==> src/rtl/lbu_pkg.sv <==
package lbu_pkg;
  // register offsets
  localparam logic [2:0] OFS_DATA  = 3'd0;
  localparam logic [2:0] OFS_IEN   = 3'd1;
  localparam logic [2:0] OFS_ID    = 3'd2;
  localparam logic [2:0] OFS_LCTL  = 3'd3;
  localparam logic [2:0] OFS_MCTL  = 3'd4;
  localparam logic [2:0] OFS_LSTAT = 3'd5;
  localparam logic [2:0] OFS_MSTAT = 3'd6;
  localparam logic [2:0] OFS_SCR   = 3'd7;

  // interrupt source index, higher index wins
  localparam int SRC_MODEM = 0;
  localparam int SRC_THRE  = 1;
  localparam int SRC_RXD   = 2;
  localparam int SRC_LINE  = 3;
  localparam int NSRC      = 4;

  function automatic logic [7:0] fill_threshold(input logic [1:0] sel, input logic deep);
    logic [7:0] lvl;
    case (sel)
      2'b00:   lvl = 8'd1;
      2'b01:   lvl = 8'd4;
      2'b10:   lvl = 8'd8;
      default: lvl = 8'd14;
    endcase
    return deep ? lvl : 8'd1;
  endfunction
endpackage

==> src/rtl/lbu_fifo.sv <==
module lbu_fifo #(
  parameter int DEPTH = 16,
  parameter int W     = 8
) (
  input  logic                         clk,
  input  logic                         rst_n,
  input  logic                         push,
  input  logic                         pop,
  input  logic                         clr,
  input  logic                         deep,
  input  logic [W-1:0]                 din,
  output logic [W-1:0]                 dout,
  output logic [$clog2(DEPTH+1)-1:0]   count,
  output logic [$clog2(DEPTH+1)-1:0]   count_nxt,
  output logic                         push_ok,
  output logic                         push_drop
);
  localparam int AW = $clog2(DEPTH);
  localparam int CW = $clog2(DEPTH+1);

  logic [W-1:0]  mem [DEPTH];
  logic [AW-1:0] head, tail, head_nxt, tail_nxt;
  logic [CW-1:0] limit;
  logic          pop_ok;

  assign limit     = deep ? CW'(DEPTH) : CW'(1);
  assign pop_ok    = pop && (count != '0);
  assign push_ok   = push && ((count < limit) || pop_ok);
  assign push_drop = push && !push_ok;
  assign dout      = mem[head];

  always_comb begin
    head_nxt  = head;
    tail_nxt  = tail;
    count_nxt = count + CW'(push_ok) - CW'(pop_ok);
    if (pop_ok)  head_nxt = (head == AW'(DEPTH-1)) ? '0 : head + 1'b1;
    if (push_ok) tail_nxt = (tail == AW'(DEPTH-1)) ? '0 : tail + 1'b1;
    if (clr) begin
      head_nxt  = '0;
      tail_nxt  = '0;
      count_nxt = '0;
    end
  end

  always_ff @(posedge clk or negedge rst_n) begin
    if (!rst_n) begin
      head  <= '0;
      tail  <= '0;
      count <= '0;
    end else begin
      head  <= head_nxt;
      tail  <= tail_nxt;
      count <= count_nxt;
    end
  end

  always_ff @(posedge clk) begin
    if (push_ok) mem[tail] <= din;
  end

  AST_FIFO_BOUND: assert property (@(posedge clk) disable iff (!rst_n)
    count <= CW'(DEPTH));
  AST_DROP_KEEPS_COUNT: assert property (@(posedge clk) disable iff (!rst_n)
    push_drop |=> $stable(count));
endmodule

==> src/rtl/lbu_irq.sv <==
module lbu_irq #(
  parameter int N = 4
) (
  input  logic         clk,
  input  logic         rst_n,
  input  logic [N-1:0] set,
  input  logic         ack,
  output logic         irq,
  output logic [2:0]   id
);
  logic [N-1:0] pend, pend_nxt;

  // a source raised in the acknowledge cycle survives it
  assign pend_nxt = (ack ? '0 : pend) | set;
  assign irq      = |pend;

  always_comb begin
    id = 3'd0;
    for (int i = 0; i < N; i++) begin
      if (pend[i]) id = 3'(i);
    end
  end

  always_ff @(posedge clk or negedge rst_n) begin
    if (!rst_n) pend <= '0;
    else        pend <= pend_nxt;
  end

  AST_IRQ_HOLD: assert property (@(posedge clk) disable iff (!rst_n)
    irq && !ack |=> irq);
  AST_ACK_CLEARS: assert property (@(posedge clk) disable iff (!rst_n)
    ack && (set == '0) |=> !irq);
endmodule

==> src/rtl/lbuart_regs.sv <==
module lbuart_regs #(
  parameter int DEPTH = 16
) (
  input  logic       clk,
  input  logic       rst_n,
  input  logic [2:0] addr,
  input  logic       wr_en,
  input  logic       rd_en,
  input  logic [7:0] wdata,
  output logic [7:0] rdata,
  output logic       irq
);
  import lbu_pkg::*;
  localparam int CW = $clog2(DEPTH+1);

  // reset: asynchronous assert, synchronous release
  logic [1:0] rst_sync;
  logic       rst_ni;
  always_ff @(posedge clk or negedge rst_n) begin
    if (!rst_n) rst_sync <= 2'b00;
    else        rst_sync <= {rst_sync[0], 1'b1};
  end
  assign rst_ni = rst_sync[1];

  logic [7:0] ier, lcr, mcr, scr, div_lo, div_hi;
  logic [7:0] ier_n, lcr_n, mcr_n, scr_n, div_lo_n, div_hi_n;
  logic       deep, deep_n, ovr, ovr_n;
  logic [1:0] tsel, tsel_n;

  logic          dlab, data_wr, data_rd, fcr_wr, id_rd, ls_rd, clr;
  logic [7:0]    dout, thr_lvl;
  logic [CW-1:0] count, count_nxt;
  logic          push_ok, push_drop;
  logic [NSRC-1:0] src_set;
  logic [2:0]    irq_id;

  assign dlab    = lcr[7];
  assign data_wr = wr_en && (addr == OFS_DATA) && !dlab;
  assign data_rd = rd_en && (addr == OFS_DATA) && !dlab;
  assign fcr_wr  = wr_en && (addr == OFS_ID);
  assign id_rd   = rd_en && (addr == OFS_ID);
  assign ls_rd   = rd_en && (addr == OFS_LSTAT);
  assign clr     = fcr_wr && (wdata[1] || wdata[2]);
  assign thr_lvl = fill_threshold(tsel, deep);

  lbu_fifo #(.DEPTH(DEPTH), .W(8)) u_fifo (
    .clk(clk), .rst_n(rst_ni), .push(data_wr), .pop(data_rd), .clr(clr),
    .deep(deep), .din(wdata), .dout(dout), .count(count), .count_nxt(count_nxt),
    .push_ok(push_ok), .push_drop(push_drop)
  );

  always_comb begin
    src_set            = '0;
    src_set[SRC_LINE]  = push_drop && ier[2];
    src_set[SRC_RXD]   = push_ok && ier[0] && (8'(count_nxt) == thr_lvl);
    src_set[SRC_THRE]  = wr_en && (addr == OFS_IEN) && !dlab && wdata[1] && (count == '0);
    src_set[SRC_MODEM] = wr_en && (addr == OFS_MCTL) && ier[3]
                         && (wdata[0] || wdata[1] || wdata[3]);
  end

  lbu_irq #(.N(NSRC)) u_irq (
    .clk(clk), .rst_n(rst_ni), .set(src_set), .ack(id_rd), .irq(irq), .id(irq_id)
  );

  // next-state for the control registers
  always_comb begin
    ier_n = ier; lcr_n = lcr; mcr_n = mcr; scr_n = scr;
    div_lo_n = div_lo; div_hi_n = div_hi;
    deep_n = deep; tsel_n = tsel; ovr_n = ovr;
    if (wr_en) begin
      case (addr)
        OFS_DATA: if (dlab) div_lo_n = wdata;
        OFS_IEN:  if (dlab) div_hi_n = wdata; else ier_n = wdata;
        OFS_ID: begin
          deep_n = wdata[0];
          tsel_n = wdata[7:6];
        end
        OFS_LCTL: begin
          lcr_n = wdata;
          if (wdata[7]) begin
            div_lo_n = '0;
            div_hi_n = '0;
          end
        end
        OFS_MCTL: mcr_n = wdata;
        OFS_SCR:  scr_n = wdata;
        default: ;
      endcase
    end
    if (push_drop)    ovr_n = 1'b1;
    else if (push_ok) ovr_n = 1'b0;
    else if (ls_rd)   ovr_n = 1'b0;
  end

  always_ff @(posedge clk or negedge rst_ni) begin
    if (!rst_ni) begin
      ier <= '0; lcr <= '0; mcr <= '0; scr <= '0;
      div_lo <= '0; div_hi <= '0;
      deep <= 1'b0; tsel <= 2'b00; ovr <= 1'b0;
    end else begin
      ier <= ier_n; lcr <= lcr_n; mcr <= mcr_n; scr <= scr_n;
      div_lo <= div_lo_n; div_hi <= div_hi_n;
      deep <= deep_n; tsel <= tsel_n; ovr <= ovr_n;
    end
  end

  always_comb begin
    case (addr)
      OFS_DATA:  rdata = dlab ? div_lo : ((count != '0) ? dout : 8'h00);
      OFS_IEN:   rdata = dlab ? div_hi : ier;
      OFS_ID:    rdata = {deep ? 2'b11 : 2'b00, 2'b00, irq_id, ~irq};
      OFS_LCTL:  rdata = lcr;
      OFS_MCTL:  rdata = mcr;
      OFS_LSTAT: rdata = {1'b0, 2'b11, 3'b000, ovr, count != '0};
      OFS_MSTAT: rdata = 8'h00;
      default:   rdata = scr;
    endcase
  end

  AST_DLAB_NO_PUSH: assert property (@(posedge clk) disable iff (!rst_ni)
    wr_en && !rd_en && (addr == OFS_DATA) && dlab |=> $stable(count));
  AST_OVERRUN_IRQ: assert property (@(posedge clk) disable iff (!rst_ni)
    push_drop && ier[2] |=> irq);
endmodule

==> config.mk <==
export PLATFORM = sky130hd
export DESIGN_NAME = lbuart_regs
export DESIGN_NICKNAME = d
export VERILOG_FILES = /design/src/rtl/lbu_pkg.sv /design/src/rtl/lbu_fifo.sv /design/src/rtl/lbu_irq.sv /design/src/rtl/lbuart_regs.sv
export SDC_FILE = /design/constraint.sdc
export NUM_CORES = 1
export LEC_CHECK = 0
export BUFFER_PORTS_ARGS = -buffer_cell sky130_fd_sc_hd__buf_4
export CAP_MARGIN = 10
export CORE_MARGIN = 5
export CORE_UTILIZATION = 70
export CTS_BUF_LIST = sky130_fd_sc_hd__clkbuf_4
export DETAILED_ROUTE_END_ITERATION = 6
export GPL_ROUTABILITY_DRIVEN = 0
export PLACE_DENSITY = 0.95
export REMOVE_ABC_BUFFERS = 1
export SLEW_MARGIN = 25
export SYNTH_ARGS = -nofsm -noshare
export SYNTH_HDL_FRONTEND = slang
export SYNTH_HIERARCHICAL = 1
export SYNTH_SLANG_ARGS = --single-unit
==> constraint.sdc <==
create_clock -name clk -period 7.9 [get_ports clk]
set_clock_uncertainty 0.15 [all_clocks]
set_input_delay 1.58 -clock clk [delete_from_list [all_inputs] [get_ports clk]]
set_output_delay 1.58 -clock clk [all_outputs]
set_load 0.01 [all_outputs]
==> results of run 1 <==
[per-layer routing]
layer,GRT usage [%],wire length [um],up-vias
met4,12.7,821,0
li1,-,-,2482
met3,5.63,2110,77
met1,41.5,7810,2897
met5,0,0,-
met2,44.4,9850,446
[logic make-up after synthesis]
group / after synthesis
DFF: 199
and+or+nand+nor: 137
AOI/OAI and AO/OA: 128
muxes: 90
buffers and inverters: 67
adders and majority gates: 15
xor gates and xnor gates: 6
other: 2
[worst paths after layout]
check	depth (start not counted)	from	slack, ps	endpoint
max	7	u_fifo/head[0]	2360	rdata[3]
min	0	rst_sync[0]	220	rst_sync[1]
max reg2reg	17	lcr[7]	3470	u_irq/pend[2]
min reg2reg	0	rst_sync[0]	220	rst_sync[1]
max in group asynchronous	1	rst_sync[1]	6680	u_fifo/head[0]
min in group asynchronous	1	rst_sync[1]	330	ier[5]
[state kept, by name, indices dropped and copies added, names as in the netlist]
name,cells
u_fifo/head,4
ovr,1
lcr,8
scr,8
deep,1
tsel,2
div_lo,8
u_fifo/count,5
div_hi,8
u_fifo/mem,128
u_irq/pend,4
u_fifo/tail,4
rst_sync,2
mcr,8
ier,8
[metrics by stage]
step / setup WS [ps] / util [%] / std cells / area [um^2] / total power, W
final: 2360 / 75.9 / 842 / 9540 / 0.00247
after global routing: 2220 / 75.9 / 842 / 9540 / 0.00259
after CTS: 2220 / 75.7 / 841 / 9520 / 0.00245
after detailed placement: 2490 / 73.7 / 809 / 9260 / 0.00198
after global placement: 2620 / 73.7 / 809 / 9260 / 0.00192
after floorplan: 2930 / - / 606 / 8790 / 0.00177
[worst max-delay path, cell delays in order, from the launching register on]
cell,delay (ps)
dfrtp_2,850
buf_4,580
mux4_2,620
a22oi_1,220
nand2_1,130
a222oi_1,430
a21oi_1,180
buf_4,180
[where the power goes]
part	switching [W]	internal, W
clock network	0.000326	0.000166
logic	0.000336	0.000303
registers	0.000129	0.00121
total	0.000791	0.00168
[cells in the final DEF, fill, tap and decap left out, drive strengths merged, types with 3 or more instances in the layout]
master	instances
dfrtp	71
ha	14
inv	31
nor4b	9
nor2b	10
a221oi	20
buf	31
nor2	22
nand3	14
nand2	45
mux2i	33
clkinv	6
clkbuf	21
a22oi	11
a21oi	20
a21o	7
and2	7
clkinvlp	3
and4	6
o211ai	8
o21ai	32
mux4	16
nand3b	3
edfxtp	128
mux2	41
and3	8
xnor2	4
[layout make-up]
type / count / area, um^2 / area share [%]
flip-flops and latches: 199 / 5620 / 59.0
multi-input cells: 378 / 3090 / 32.4
repair buffers: 32 / 240 / 2.52
well taps: 172 / 215 / 2.26
clock buffers: 20 / 150 / 1.57
inverters: 29 / 111 / 1.17
clock inverters: 12 / 105 / 1.10
==> impl_metrics.env, run 1 <==
export IMPL_outcome="finished clean"
export IMPL_yosysTopAreaCell="edfxtp_1"
export IMPL_setup_viol=0
export IMPL_cts_sinks=199
export IMPL_htreeDepth=4
export IMPL_cp_start_kind="flip-flop"
export IMPL_grt_max_degree=70
export IMPL_synth_compound_area_share_pct=10.1
export IMPL_crit_required_ps=6170
export IMPL_synth_top_family_by_area="multiplexers"
export IMPL_layout_nets=687
export IMPL_synth_area_um2=8960
export IMPL_core_um2=12600
export IMPL_ys_top_cells_by_area="edfxtp_1 43%, dfrtp_1 20%, mux2_2 5.2%"
export IMPL_ys_warn_count=6
export IMPL_synth_xor_area_share_pct=0.586
export IMPL_maxCapViolations=0
export IMPL_peakVddDrop_v=0.000118
export IMPL_synth_area_mux_share_pct=12.9
export IMPL_clk_pin_slew_ps=150
export IMPL_finalCritPeriodShare_pct=70.1
export IMPL_slew_violations=0
export IMPL_insertion_delay_ps=590
export IMPL_period_needed_ps=5540
export IMPL_cts_resized=0
export IMPL_ys_async_sr_fraction_pct=35.7
export IMPL_die_width_um=123
export IMPL_grt_pass1_vias=5741
export IMPL_synth_flop_cell="edfxtp_1"
export IMPL_syn_inst=644
export IMPL_grt_pass1_wl_mm=32.4
export IMPL_drive_gt1_share_pct=20.6
export IMPL_fmax_mhz=181
export IMPL_powerDensity_nw_per_um2=259
export IMPL_cts_tree="built"
export IMPL_num_antenna_cells=0
export IMPL_holdCritPathClass="flip-flop to flip-flop"
export IMPL_dp_hpwl_mm=13.3
export IMPL_tns_ps=0
export IMPL_overflow=0
export IMPL_antenna_found_initial=0
export IMPL_synth_edf_count=128
export IMPL_io_buffers=23
export IMPL_ant_nets=0
export IMPL_p_leak_nw=3.53
export IMPL_crit_type="flip-flop to output port"
export IMPL_drtPass1Iterations=6
export IMPL_relSlewSlack_pct=27.7
export IMPL_cts_buffers=17
export IMPL_dieArea_um2=15200
export IMPL_clockRootBuffer="clkbuf_4"
export IMPL_via_count=5902
export IMPL_clk_path_buf_depth=2
export IMPL_num_fill_cells=694
export IMPL_whs_ps=218
export IMPL_yosysUniqueCellTypes=69
export IMPL_area_delta_synth_final_pct=6.38
export IMPL_ios=24
export IMPL_synth_top_area_share_pct=42.9
export IMPL_arrival_ps=3810
export IMPL_rsz0062_at_grt="false"
export IMPL_synth_common_cells="128 x edfxtp_1, 71 x dfrtp_1, 44 x nand2_1"
export IMPL_ys_seq_area_share_pct=62.7
export IMPL_synth_fa_ha_area_share_pct=2.18
export IMPL_ys_ff_latch=199
export IMPL_die_h_um=123
export IMPL_vias_per_cell=7.01
export IMPL_syn_area_per_cell_um2=13.9
export IMPL_drtIter0Drc=1028
export IMPL_route_detailed_drc=0
export IMPL_synth_simple_gate_area_share_pct=8.26
export IMPL_initial_core_util_pct=71.3
export IMPL_fp_row_count=41
export IMPL_route_detailed_wl_per_inst_um=24.5
export IMPL_hold_buffers=0
export IMPL_post_cts_buffers=0
export IMPL_hold_viol=0
export IMPL_yosysMostFrequentCell="edfxtp_1"
export IMPL_grt_usage_pct=29.1
export IMPL_routed_wirelength_mm=20.6
export IMPL_crit_path_max_fanout=28
export IMPL_cp_end_kind="output port"
export IMPL_worst_slew_pin_slew_ps=1080
(Power assumes the default switching activity.)
==> run 2, diff against run 1 <==
--- a/config.mk
+++ b/config.mk
@@ -8,11 +8,11 @@
 export BUFFER_PORTS_ARGS = -buffer_cell sky130_fd_sc_hd__buf_4
 export CAP_MARGIN = 10
 export CORE_MARGIN = 5
-export CORE_UTILIZATION = 70
+export CORE_UTILIZATION = 58
 export CTS_BUF_LIST = sky130_fd_sc_hd__clkbuf_4
 export DETAILED_ROUTE_END_ITERATION = 6
 export GPL_ROUTABILITY_DRIVEN = 0
-export PLACE_DENSITY = 0.95
+export PLACE_DENSITY = 0.89
 export REMOVE_ABC_BUFFERS = 1
 export SLEW_MARGIN = 25
 export SYNTH_ARGS = -nofsm -noshare
==> constraint.sdc (replaced) <==
create_clock -name clk -period 4.6 [get_ports clk]
set_clock_uncertainty 0.15 [all_clocks]
set_input_delay 0.92 -clock clk [delete_from_list [all_inputs] [get_ports clk]]
set_output_delay 0.92 -clock clk [all_outputs]
set_load 0.01 [all_outputs]
==> run 2 against run 1 <==
Non-clock buffer count is 17 higher. Total power is 81% higher. Sequential share of layout area is 1.7 points lower. Clock-buffer cell count is 3 lower. Combinational power is 82% higher. Global-route usage is 6.0 points lower. Final cell count is 4.0% higher. First-iteration DRC count is 37% lower. Hold slack worse by 210 ps. Clock power is 120% higher. Largest cell class unchanged.
==> impl_metrics.env, run 2 (same netlist as run 1, synthesis figures left out) <==
export IMPL_grt_pass1_wl_mm=32.0
export IMPL_grt_usage_pct=23.1
export IMPL_final_common_cell="edfxtp_1"
export IMPL_cts_tree="built"
export IMPL_p_leak_nw=3.67
export IMPL_largest_reg_flops=128
export IMPL_multi_input_area_um2=3100
export IMPL_crit_path_max_fanout=16
export IMPL_drive_gt1_share_pct=23.0
export IMPL_worst_slew_pin_slew_ps=989
export IMPL_fp_row_count=45
export IMPL_relSlewSlack_pct=33.2
export IMPL_holdCritPathClass="flip-flop to async pin"
export IMPL_final_cell_mix="128 x edfxtp_1, 69 x dfrtp_1, 47 x buf_4"
export IMPL_whs_ps=11.3
export IMPL_dp_hpwl_mm=13.5
export IMPL_rsz0062_at_grt="false"
export IMPL_maxCapViolations=0
export IMPL_ant_nets=0
export IMPL_ff_latch_area_um2=5620
export IMPL_antenna_found_initial=1
export IMPL_powerDensity_nw_per_um2=455
export IMPL_outcome="finished clean"
export IMPL_drtPass1Iterations=7
export IMPL_final_cell_area_um2=9810
export IMPL_grt_max_degree=57
export IMPL_arrival_ps=3250
export IMPL_cp_buffers_inverters=1
export IMPL_die_width_um=134
export IMPL_cp_slowest_stage_delay_ps=670
export IMPL_period_needed_ps=4320
export IMPL_area_delta_synth_final_pct=9.45
export IMPL_cts_buffers=17
export IMPL_io_buffers=23
export IMPL_setup_viol=0
export IMPL_routed_wirelength_mm=19.9
export IMPL_top_register="u_fifo/mem"
export IMPL_finalCritPeriodShare_pct=93.9
export IMPL_overflow=0
export IMPL_via_count=5714
export IMPL_grt_pass1_vias=5816
export IMPL_core_um2=15200
export IMPL_num_fill_cells=1054
export IMPL_slew_violations=0
export IMPL_slowest_stage="nor2b_2"
export IMPL_cp_start_kind="flip-flop"
export IMPL_cp_cell_sequence="nor2b_2, a221oi_1, a22oi_1, nand2_1, and2_4, o32a_1, buf_4"
export IMPL_cts_sinks=199
export IMPL_route_detailed_drc=0
export IMPL_clk_pin_slew_ps=150
export IMPL_clk_path_buf_depth=2
export IMPL_ios=24
export IMPL_drtIter0Drc=645
export IMPL_post_cts_buffers=0
export IMPL_htreeDepth=4
export IMPL_crit_required_ps=3530
export IMPL_initial_core_util_pct=59.0
export IMPL_insertion_delay_ps=570
export IMPL_fmax_mhz=232
export IMPL_tns_ps=0
export IMPL_dieArea_um2=18000
export IMPL_power_w=0.00446
export IMPL_route_detailed_wl_per_inst_um=22.7
export IMPL_place_area_um2=9440
export IMPL_crit_family="simple AND/OR/NAND/NOR gates"
export IMPL_clockRootBuffer="clkbuf_4"
export IMPL_layout_nets=704
export IMPL_vias_per_cell=6.52
export IMPL_crit_type="flip-flop to output port"
export IMPL_cp_end_kind="output port"
export IMPL_hold_viol=0
export IMPL_die_h_um=134
export IMPL_peakVddDrop_v=0.000276
-- run 2: cell types whose count changed in the layout (fill, tap and decap cells not counted), moves of 2 or more --
cell / before / now
inv_8: 0 / 2
bufinv_16: 1 / 5
clkbuf_4: 21 / 17
inv_6: 3 / 0
nor4b_2: 2 / 7
nor4b_1: 6 / 2
buf_4: 31 / 47
-- run 2: worst paths after layout --
| check | slack, ps | start | cells after the start | endpoint |
|---|---|---|---|---|
| min in group clk | 230 | rst_sync[0] | 0 | rst_sync[1] |
| hold reg to reg | 10 | rst_sync[1] | 0 | u_fifo/count[2] |
| setup reg to reg | 410 | u_fifo/count[3] | 18 | u_irq/pend[2] |
| setup / recovery | 280 | u_fifo/head[2] | 7 | rdata[2] |
| hold / removal | 10 | rst_sync[1] | 0 | u_fifo/count[2] |
| max in group asynchronous | 3290 | rst_sync[1] | 1 | ier[4] |
-- run 2: layout make-up --
class                           instances  share of cell area [%]
Clock inverter                         15                    2.31
Timing Repair Buffer                   49                    3.90
Sequential cell                       199                    57.3
Clock buffer                           17                    1.30
Antenna cell                            1                  0.0255
Inverter                               29                    1.13
Tap cell                              188                    2.40
Multi-Input combinational cell        378                    31.6
-- run 2: stage by stage --
step | util (%) | setup slack, ps | instances
finish | 64.5 | 282 | 876
global route | 64.5 | 100 | 876
CTS | 64.5 | 341 | 875
detailed placement | 62.1 | 45.7 | 842
global placement | 62.1 | 348 | 842
floorplan | - | 291 | 606
-- run 2: per-layer routing --
| metal | part of all wire (%) | up-vias | wire length [um] | track usage (%) |
|---|---|---|---|---|
| li1 | - | 2521 | - | - |
| met1 | 39 | 2849 | 7660 | 30.0 |
| met2 | 51 | 302 | 10100 | 38.4 |
| met3 | 8.2 | 42 | 1630 | 5.40 |
| met4 | 2.5 | 0 | 501 | 8.26 |
| met5 | 0 | - | 0 | 0 |
-- run 2: repair_timing --
action | 4_1_cts | 5_1_grt
endpoints found under the hold margin | 2 | 0
setup endpoints to repair | 1 | 0
hold buffers | 1 | 0
gates resized for setup | 1 | 0
-- run 2: power by group --
group | total, W | leakage [nW] | switching [W] | internal [W]
logic | 0.00116 | 1.46 | 0.000616 | 0.000542
registers | 0.00224 | 2.03 | 0.000164 | 0.00208
clock network | 0.00106 | 0.181 | 0.000573 | 0.000491
